[src/rtl/syndrome_selftest.sv]
module syndrome_selftest #(
  parameter int N_IN   = 4,
  parameter int SETTLE = 2
) (
  input  logic            clk,
  input  logic            rst_n,
  input  logic            start,
  input  logic [N_IN:0]   ref_count,
  input  logic            resp,
  output logic [N_IN-1:0] pattern,
  output logic            busy,
  output logic            done,
  output logic            fail
);
  localparam int CW = N_IN + 1;
  localparam int WW = (SETTLE > 0) ? $clog2(SETTLE + 1) : 1;
  localparam logic [WW-1:0]   WLAST = WW'(SETTLE);
  localparam logic [N_IN-1:0] PLAST = '1;

  logic [CW-1:0] ones_q;
  logic [WW-1:0] hold_q;

  wire           take     = busy && (hold_q == WLAST);
  wire           last     = take && (pattern == PLAST);
  wire [CW-1:0]  ones_nxt = ones_q + CW'(resp);

  always_ff @(posedge clk or negedge rst_n) begin
    if (!rst_n) begin
      pattern <= '0;
      busy    <= 1'b0;
      done    <= 1'b0;
      fail    <= 1'b0;
      ones_q  <= '0;
      hold_q  <= '0;
    end else if (!busy) begin
      if (start) begin
        busy    <= 1'b1;
        done    <= 1'b0;
        fail    <= 1'b0;
        pattern <= '0;
        ones_q  <= '0;
        hold_q  <= '0;
      end
    end else if (take) begin
      ones_q <= ones_nxt;
      hold_q <= '0;
      if (last) begin
        busy <= 1'b0;
        done <= 1'b1;
        fail <= (ones_nxt != ref_count);
      end else begin
        pattern <= pattern + 1'b1;
      end
    end else begin
      hold_q <= hold_q + 1'b1;
    end
  end

  // running and finished are never reported together
  a_r5_busy_done_excl: assert property (@(posedge clk) disable iff (!rst_n)
    !(busy && done));

  // while running, the pattern only ever advances by one
  a_r3_pattern_step: assert property (@(posedge clk) disable iff (!rst_n)
    busy && $past(busy) && (pattern != $past(pattern)) |-> pattern == $past(pattern) + 1'b1);

  // a sweep ends only after the last pattern was on the output
  a_r5_done_after_last: assert property (@(posedge clk) disable iff (!rst_n)
    $rose(done) |-> $past(busy) && ($past(pattern) == PLAST));

  // verdict holds while no start arrives
  a_r6_verdict_hold: assert property (@(posedge clk) disable iff (!rst_n)
    done && !start |=> done && $stable(fail));

  // a start during a run does not send the pattern back to zero
  a_r7_start_ignored: assert property (@(posedge clk) disable iff (!rst_n)
    busy && start && (pattern != '0) |=> pattern != '0);

  // the count never passes the number of patterns
  a_r8_count_bound: assert property (@(posedge clk) disable iff (!rst_n)
    ones_q <= (CW'(1) << N_IN));
endmodule

[config.mk]
export PLATFORM = sky130hd
export DESIGN_NAME = syndrome_selftest
export DESIGN_NICKNAME = d
export VERILOG_FILES = /design/src/rtl/syndrome_selftest.sv
export SDC_FILE = /design/constraint.sdc
export NUM_CORES = 1
export LEC_CHECK = 0
export ABC_CLOCK_PERIOD_IN_PS = 1500
export BUFFER_PORTS_ARGS = -buffer_cell sky130_fd_sc_hd__buf_4
export CAP_MARGIN = 20
export CELL_PAD_IN_SITES_DETAIL_PLACEMENT = 1
export CELL_PAD_IN_SITES_GLOBAL_PLACEMENT = 1
export CORE_UTILIZATION = 25
export DETAILED_ROUTE_END_ITERATION = 12
export HOLD_SLACK_MARGIN = 0.03
export PLACE_DENSITY_LB_ADDON = 0.3
export SLEW_MARGIN = 20
export SYNTH_ARGS = -nofsm -noshare
export SYNTH_HDL_FRONTEND = slang
export SYNTH_SLANG_ARGS = --single-unit
[constraint.sdc]
create_clock -name clk -period 1.5 [get_ports clk]
set_clock_uncertainty 0.05 [all_clocks]
set_input_delay 0.3 -clock clk [delete_from_list [all_inputs] [get_ports clk]]
set_output_delay 0.3 -clock clk [all_outputs]
set_load 0.02 [all_outputs]
## After elaboration in Yosys (flattened, before gate mapping)

Index checks and enable logic that the tools add are counted.

| word-level totals | value |
|---|---|
| register bits after elaboration | 14 |
| bits in latches | 0 |
| RAM bits | 0 |
| memory bits (read-only) | 0 |
| bits of input ports | 9 |
| output and inout port bits | 7 |
| logic and storage cells | 42 |
| memories kept | 0 |

| cells by class | value |
|---|---|
| add/subtract/negate cells | 3 |
| multiply operators | 0 |
| divide/modulo/power cells | 0 |
| order comparisons | 0 |
| equality and inequality tests | 6 |
| shift operators | 0 |
| multiplexer cells | 21 |
| bitwise operators | 0 |
| reductions and logical operators | 6 |

Operators with widths:

| operator | count |
|---|---|
| 2-to-1 mux 4 bit | 4 |
| 2-to-1 mux 5 bit | 3 |
| 2-to-1 mux 1 bit | 11 |
| 2-to-1 mux 2 bit | 3 |
| AND reduction 3 bit | 2 |
| adder 5 x 1 -> 5 bit | 1 |
| inequality test 5 bit | 1 |
| adder 4 x 1 -> 4 bit, second input constant | 1 |
| equality test 4 bit, second input constant | 1 |
| inequality test 2 x 1 -> 1 bit, second input constant | 2 |
| adder 2 x 1 -> 2 bit, second input constant | 1 |
| equality test 2 bit, second input constant | 1 |
| logical AND 1 bit | 2 |
| inequality test 2 bit, second input constant | 1 |
| AND reduction 2 bit | 1 |
| nonzero test 2 bit | 1 |

## Logic depth before layout (Yosys ltp)

Gate-level depths: netlist of run 1.

| depth | value |
|---|---|
| depth after elaboration | 6 |
| mapped depth | 6 |
| depth with buffers taken out | 6 |

## Worst setup path after synthesis of run 1

No wires, ideal clock.

| timing | value |
|---|---|
| kind | register to register |
| start point | register pattern[0] |
| end point | register pattern[3] |
| setup time | 0.124 ns |
| arrival | 1.288 ns |
| data required time | 1.326 ns |
| slack | 0.039 ns |
| stages on the path, launching flop included | 7 |
| path buffers | 0 |
| period minus slack after synthesis | 1.461 ns |
| path through | dfrtp_1 ha_1 nand3_1 nor2b_4 nand4_1 xor2_1 nor2_1 |

| on the way | value |
|---|---|
| cells in the longest elaborated chain, start to end | 4 |
| elaborated cells between the ends (all ways) | 8 |
| those cells by class | add/sub (1); eq/ne (2); mux (3); reduce/logical (2) |

RTL lines:

| what | RTL line | text |
|---|---|---|
| from (decl) | 10 | `output logic [N_IN-1:0] pattern,` |
| from (signal assigned) | 52 | `pattern <= pattern + 1'b1;` |
| adder 4 x 1 -> 4 bit / equality test 4 bit (equally long branches) | 52, 24 |  |
| 2-to-1 mux 4 bit / logical AND 1 bit (equally long branches) | 47, 24 |  |
| 2-to-1 mux 4 bit / inequality test 2 bit (equally long branches) | -- |  |
| 2-to-1 mux 4 bit / AND reduction 3 bit (equally long branches) | -- |  |

Parallel ways exist; a longest one is shown, timed or not. The select of a mux whose other input is x is not followed.
A chain may end at the register's enable or synchronous reset.

## Final worst setup path of run 1

| timing | value |
|---|---|
| start point | register pattern[1] |
| end point | output port pattern[1] |

No word-level cell between the ends.

==> impl_metrics.ini, run 1 <==
[final_layout]
area_growth_pct = 33.28
nFillCells = 327
drive_gt1_share_pct = 29.13
nets = 117
instances_no_fill = 134
fin_util_pct = 35.96
antenna_cells = 0

[timing]
rsz0062_at_grt = no
max_clock_freq_mhz = 697.1
setup_slack_ns = 0.06540
fin_crit_ns = 1.435
setup-tns-final_ns = 0
hold_violations = 0
worst_pin_slew_ns = 0.3647
setup_viol = 0
fin_crit_sh_pct = 95.64
slew_headroom_pct = 75.60
slew_viol_final = 0

[die]
ios = 16
rows = 19
dieArea_um2 = 3278
die_w_um = 57.26
die_h_um = 57.26
core_area_um2 = 2829
initial_core_util_pct = 26.98

[logic_synthesis]
ys_types = 24
yosys_warnings = 0
async_reset_ff_share_pct = 100.0
synthCells = 79
seq_area_frac_synth_pct = 45.90
synth_top_area_share_pct = 45.90
synth_area_um2 = 763.2
synth_seq_cells = 14
yosysMostFrequentCell = dfrtp_1
synth_ff_type = dfrtp_1
ys_top_cells_by_count = 14 x dfrtp_1, 11 x nand2_1, 8 x nor2_1
synth_nets = 91
synthTopCellsByArea = dfrtp_1 46%, xor2_1 6.9%, nand2_1 5.4%
syn_area_per_cell_um2 = 9.661
synth_edf_count = 0
synth_top_area_cell = dfrtp_1

[grt]
grt_pass1_vias = 655
antenna_found_initial = 0
track_usage_pct = 12.03
overflow = 0
grt_pass1_wl_um = 2980
grt_max_degree = 15

[run]
cap_violations = 0

[clock_tree]
cts_tree = built
htree_num_levels = 1
clockRootBuffer = clkbuf_4
clock_latency_ns = 0.27
clockBufferDepth = 2
clock_sinks = 14
clkSlewWorstSetupHoldPaths_ns = 0.08
cts_made_buffers = 3

[setup_path]
crit_path_end_kind = primary output
path_class = flop to primary output
critPathRequiredTime_ns = 1.15
cpMaxStageDelayCell = dfrtp_1
crit_top_cell = buf_4
slowest_delay_ns = 0.40
crit_fanout = 3
crit_arrival_ns = 1.08
cp-start-kind = flop
path_cells = buf_4 > buf_4 > buf_4
reg2reg_slack_ns = 0.12

[drt]
via_per_inst = 4.866
first_pass_iters = 8
via_count = 652
postRouteAntennaNets = 0
wirelength_um = 1752
drc = 3
avgRoutedWirePerCell_um = 13.07
drtIter0Drc = 28

[placed_design]
gp_congestion = 0.6958
dp_cells = 126
portBuffers = 15
preCtsSetupSlack_ns = -0.07939
hpwl_um = 1296

[power_and_ir_drop]
power_density_nw_per_um2 = 1730
finalPower_w = 0.001759
p_leak_nw = 0.4611
peakVddDrop_uv = 819.7

[outcome]
violations = DRC
status = complete, but fails checks

[min_path]
hold_path_class = input port to flop
cell type report:
cell class              instances  area [µm²]  area share, %
multi-input cells              63       434.2          42.68
flip-flops and latches         14       350.3          34.44
well taps                      31       38.79          3.813
clock buffers                   3       22.52          2.214
repair buffers                 22       167.7          16.48
inverters                       1       3.754         0.3690
per-stage QoR:
stage / hold WS [ns] / instance area, µm²
2_1_floorplan: -0.04559 / 763.2
3_3_place_gp: 0.1131 / 922.1
3_5_place_dp: 0.1130 / 922.1
4_1_cts: 0.2250 / 954.7
5_1_grt: 0.2458 / 1017
6_report: 0.2334 / 1017
state kept, by name (all words and copies together) (netlist names):
name     cells
busy         1
done         1
ones_q       5
fail         1
hold_q       2
pattern      4
worst max-delay path, delay by kind of cell, from the launching register on:
| family | cells | cell delay, ns |
|---|---|---|
| flops | 1 | 0.40 |
| buf+inv | 3 | 0.42 |
repair_timing:
item | in CTS | in global routing
pin swaps | 1 | 4
resized for setup | 0 | 7
setup endpoints to repair | 1 | 2
endpoints found under the hold margin | 14 | 0
buffers inserted | 0 | 4
hold buffers | 1 | 0
power breakdown:
group          internal, W  total, W  leakage (nW)  switching (W)
Combinational     0.000438  0.000865         0.276       0.000427
Sequential        0.000522  0.000687         0.171       0.000165
Clock            0.0000930  0.000208        0.0138       0.000115
layer usage:
| layer | vias up | track usage [%] | part of all wire [%] |
|---|---|---|---|
| li1 | 328 | - | - |
| met1 | 309 | 16.55 | 51 |
| met2 | 15 | 18.15 | 44 |
| met3 | 0 | 4.762 | 5.4 |
| met4 | 0 | 2.091 | 0 |
| met5 | - | 0 | 0 |
kinds of logic (layout without fill, tap and decap cells):
family          count (synthesis)  count (layout)  share of synthesized area [%]
buf+inv                         2              26                          1.475
xor+xnor                        9               9                          10.33
simple gates                   37              37                          26.23
fa+ha+maj                       3               3                          4.919
compound gates                 14              14                          11.15
flops                          14              14                          45.90
cells in the final DEF, fill, tap and decap left out, types with 2 or more instances in the layout:
cell type / instances
a21oi_1: 2
buf_4: 21
clkbuf_4: 3
dfrtp_1: 14
ha_4: 2
nand2_1: 11
nand2b_1: 2
nand3_1: 6
nor2_1: 8
nor3_1: 2
nor3b_1: 2
o21ai_0: 5
o31ai_1: 2
xnor2_1: 3
xor2_1: 6
worst paths after layout:
kind,startpoint,to,cells after the start
setup reg to reg,busy,pattern[0],6
setup / recovery,pattern[1],pattern[1],3
max in group asynchronous,rst_n,done,2
min in group asynchronous,rst_n,pattern[2],2
hold reg to reg,done,done,2
hold / removal,start,busy,3
Power figures use the tool's default switching activity.
==> run 2: changes to the inputs <==
--- a/constraint.sdc
+++ b/constraint.sdc
@@ -4,2 +4,2 @@
 set_output_delay 0.3 -clock clk [all_outputs]
-set_load 0.02 [all_outputs]
+set_load 0.005 [all_outputs]
==> run 2 against run 1 <==
The run still ends with DRC left. First-iteration DRC count up 7.1%. Fmax up 1.5%. Routed wire length down 1.1%. Non-clock buffer count unchanged. Via count down 1.8%. Core utilization down 0.18 points. Sequential cell count unchanged.
==> impl_metrics.ini, run 2 (synthesis results as in run 1) <==
[outcome]
status = complete, but fails checks
violations = DRC

[final_layout]
nets = 117
largest_reg_flops = 5
final_cell_area_um2 = 1012
top_regs = ones_q: 5 flops, pattern: 4 flops, hold_q: 2 flops
instances_no_fill = 134
area_growth_pct = 32.62
antenna_cells = 0
largest_register = ones_q
final_common_cell = buf_4
final_cell_mix = 21 x buf_4, 14 x dfrtp_1, 11 x nand2_1
drive_gt1_share_pct = 28.16

[placed_design]
portBuffers = 15
gp_congestion = 0.6958
dp_cells = 126
preCtsSetupSlack_ns = -0.07939
hpwl_um = 1296
placed_area_um2 = 922.1

[power_and_ir_drop]
p_leak_nw = 0.4596
finalPower_w = 0.001662
power_density_nw_per_um2 = 1642
peakVddDrop_uv = 785.7

[drt]
postRouteAntennaNets = 0
first_pass_iters = 8
drc = 3
drtIter0Drc = 30
wirelength_um = 1733
via_per_inst = 4.776
via_count = 640
avgRoutedWirePerCell_um = 12.93

[grt]
track_usage_pct = 12.03
antenna_found_initial = 0
overflow = 0
grt_max_degree = 15
grt_pass1_wl_um = 2980
grt_pass1_vias = 655

[clock_tree]
cts_made_buffers = 3
clock_latency_ns = 0.27
clockBufferDepth = 2
clockRootBuffer = clkbuf_4
cts_tree = built
htree_num_levels = 1
clkSlewWorstSetupHoldPaths_ns = 0.08
clock_sinks = 14

[die]
core_area_um2 = 2829
dieArea_um2 = 3278
die_h_um = 57.26
rows = 19
initial_core_util_pct = 26.98
die_w_um = 57.26
ios = 16

[timing]
rsz0062_at_grt = yes
max_clock_freq_mhz = 707.7
setup-tns-final_ns = 0
slew_viol_final = 0
fin_crit_sh_pct = 94.21
worst_pin_slew_ns = 0.3623
setup_viol = 0
hold_violations = 0
fin_crit_ns = 1.413
slew_headroom_pct = 75.75
setup_slack_ns = 0.08688

[run]
cap_violations = 0

[setup_path]
crit_fanout = 3
crit_arrival_ns = 1.06
path_class = flop to primary output
cp-start-kind = flop
crit_path_end_kind = primary output
critPathRequiredTime_ns = 1.15

[min_path]
hold_path_class = input port to flop
-- run 2: power by group --
group | switching (W) | internal, W | total, W
sequential | 0.000157 | 0.000522 | 0.000679
combinational | 0.000339 | 0.000437 | 0.000776
clock | 0.000115 | 0.0000930 | 0.000208
total | 0.000610 | 0.00105 | 0.00166
-- run 2: final cells by class --
| class | instances | area [µm²] |
|---|---|---|
| multi-input cells | 63 | 429.2 |
| clock buffers | 3 | 22.52 |
| well taps | 31 | 38.79 |
| fillers | 327 | 1817 |
| inverters | 1 | 3.754 |
| flip-flops and latches | 14 | 350.3 |
| repair buffers | 22 | 167.7 |
-- run 2: metrics by stage --
step                hold slack (ns)  utilization [%]
finish                       0.2335            35.78
global route                 0.2458            35.78
floorplan                  -0.04559                -
global placement             0.1131            32.60
CTS                          0.2250            33.75
detailed placement           0.1130            32.60
-- run 2: timing repair --
action | 4_1_cts | 5_1_grt
setup buffers | 0 | 4
pin swaps | 1 | 2
gates resized for setup | 0 | 5
endpoints found under the hold margin | 14 | 0
setup endpoints to repair | 1 | 2
hold buffers | 1 | 0
-- run 2: path summary, 6_finish.rpt --
check | startpoint | to | slack (ns) | depth (start not counted)
max reg2reg | pattern[1] | pattern[0] | 0.10 | 7
min reg2reg | done | done | 0.47 | 2
max in group asynchronous | rst_n | done | 0.88 | 2
max | pattern[1] | pattern[1] | 0.09 | 3
min in group asynchronous | rst_n | pattern[2] | 0.36 | 2
min | start | busy | 0.23 | 3
-- run 2: worst max-delay path: stages (launching register included) --
cell and delay (ns):
dfrtp_1 0.40, buf_4 0.15, buf_4 0.13, buf_4 0.12
-- run 2: layer usage --
layer / vias up / GRT usage, % / part of all wire [%]
li1: 326 / - / -
met1: 299 / 16.55 / 50
met2: 15 / 18.15 / 45
met3: 0 / 4.762 / 5.4
met4: 0 / 2.091 / 0
met5: - / 0 / 0
==> run 3: changes to the inputs <==
REMOVE_ABC_BUFFERS = 1   (was unset)
==> run 3 against run 2 <==
Final cell count decreased by 0.75%. Critical endpoint is now fail. Register-to-register slack is essentially flat. Power decreased by 0.37%. Clock power about the same. The flow still finishes with violations (DRC). Fmax up 0.16%.
==> impl_metrics.ini, run 3 (synthesis results as in run 1) <==
[placed_design]
dp_cells = 126
portBuffers = 15
hpwl_um = 1327
gp_congestion = 0.7417
placed_area_um2 = 922.1

[timing]
rsz0062_at_grt = yes
fin_crit_ns = 1.411
slew_viol_final = 0
worst_pin_slew_ns = 0.3329
fin_crit_sh_pct = 94.06
hold_violations = 0
max_clock_freq_mhz = 708.8
setup_viol = 0
slew_headroom_pct = 77.72

[setup_path]
worstSetupStartpoint = ones_q[0]
path_class = flop to flop
crit_fanout = 2
crit_path_end_kind = flop
r2r_start = ones_q[0]
critPathRequiredTime_ns = 1.59
reg2reg_slack_ns = 0.09
crit_arrival_ns = 1.50
cp-start-kind = flop

[die]
core_area_um2 = 2829
die_h_um = 57.26
die_w_um = 57.26
ios = 16
rows = 19
dieArea_um2 = 3278
initial_core_util_pct = 26.98

[min_path]
hold_path_class = input port to flop
min_from = start

[clock_tree]
cts_tree = built
htree_num_levels = 1
clock_sinks = 14
clkSlewWorstSetupHoldPaths_ns = 0.08
clockRootBuffer = clkbuf_4
cts_made_buffers = 3
clock_latency_ns = 0.27
clockBufferDepth = 2

[drt]
wirelength_um = 1820
via_count = 645
drc = 5
drtIter0Drc = 13
postRouteAntennaNets = 0
first_pass_iters = 8
avgRoutedWirePerCell_um = 13.68
via_per_inst = 4.850

[power_and_ir_drop]
peakVddDrop_uv = 626.1
p_sw_share_pct = 37.90
p_leak_nw = 0.4568
finalPower_w = 0.001656
power.share.clock_pct = 12.4
power_density_nw_per_um2 = 1624
seq_power_share_pct = 41.8
power_switching_w = 0.0006275
p_int_w = 0.001028
combPwrFrac_pct = 45.8

[final_layout]
largest_register = ones_q
final_cell_area_um2 = 1020
antenna_cells = 0
final_cell_mix = 20 x buf_4, 14 x dfrtp_1, 11 x nand2_1
top_regs = ones_q: 5 flops, pattern: 4 flops, hold_q: 2 flops
nets = 116
drive_gt1_share_pct = 32.35
instances_no_fill = 133
area_growth_pct = 33.61
final_common_cell = buf_4
largest_reg_flops = 5

[grt]
antenna_found_initial = 0
grt_pass1_vias = 668
track_usage_pct = 12.11
grt_pass1_wl_um = 3029
grt_max_degree = 15
overflow = 0

[run]
cap_violations = 0

[outcome]
violations = DRC
status = complete, but fails checks
-- run 3: worst paths after layout --
check / endpoint / cells after the start
min in group asynchronous: pattern[3] / 2
hold reg to reg: done / 2
hold / removal: busy / 3
setup / recovery: fail / 5
setup reg to reg: fail / 5
max in group asynchronous: fail / 2
-- run 3: worst max-delay path: stages (launching register included) --
cell	delay, ns
dfrtp_1	0.40
ha_2	0.22
ha_4	0.22
xor2_1	0.16
nor3_1	0.13
a31oi_1	0.10
-- run 3: stage by stage --
step                      setup WS (ns)  util, %  TNS [ns]  hold WS (ns)
after floorplan                 0.06540        -         0      -0.04559
after detailed placement       -0.07193    32.60  -0.07193        0.1170
after global routing           -0.02669    36.05  -0.02669        0.2570
after global placement         -0.03820    32.60  -0.03820        0.1118
after CTS                       0.02536    34.19         0        0.2216
final                           0.08912    36.05         0        0.2351
-- run 3: power by group through the flow --
stage               logic, W  registers, W  clock network [W]
CTS                 0.000701      0.000685           0.000224
finish              0.000758      0.000692           0.000205
floorplan           0.000404      0.000665                  0
global placement    0.000652      0.000676                  0
detailed placement  0.000677      0.000687                  0
global route        0.000859      0.000717           0.000236
-- run 3: repair_timing --
action                                  CTS  global route
endpoints found under the hold margin    14             0
resized for setup                         1             8
buffers inserted                          0             3
hold buffers                              1             0
endpoints found under the setup margin    1             2
pin swaps                                 0             4
-- run 3: area by class of cell --
type | instances | area (µm²)
multi-input combinational | 63 | 444.2
timing repair buffer | 21 | 160.2
fill | 319 | 1809
sequential | 14 | 350.3
clock buffer | 3 | 22.52
tap | 31 | 38.79
inverter | 1 | 3.754
-- run 3: per-layer routing --
| layer | global-route usage [%] | vias up | part of all wire [%] |
|---|---|---|---|
| met5 | 0 | - | 0 |
| met1 | 16.50 | 304 | 49 |
| met4 | 2.091 | 0 | 0 |
| met2 | 18.99 | 18 | 45 |
| met3 | 4.082 | 0 | 5.7 |
| li1 | - | 323 | - |
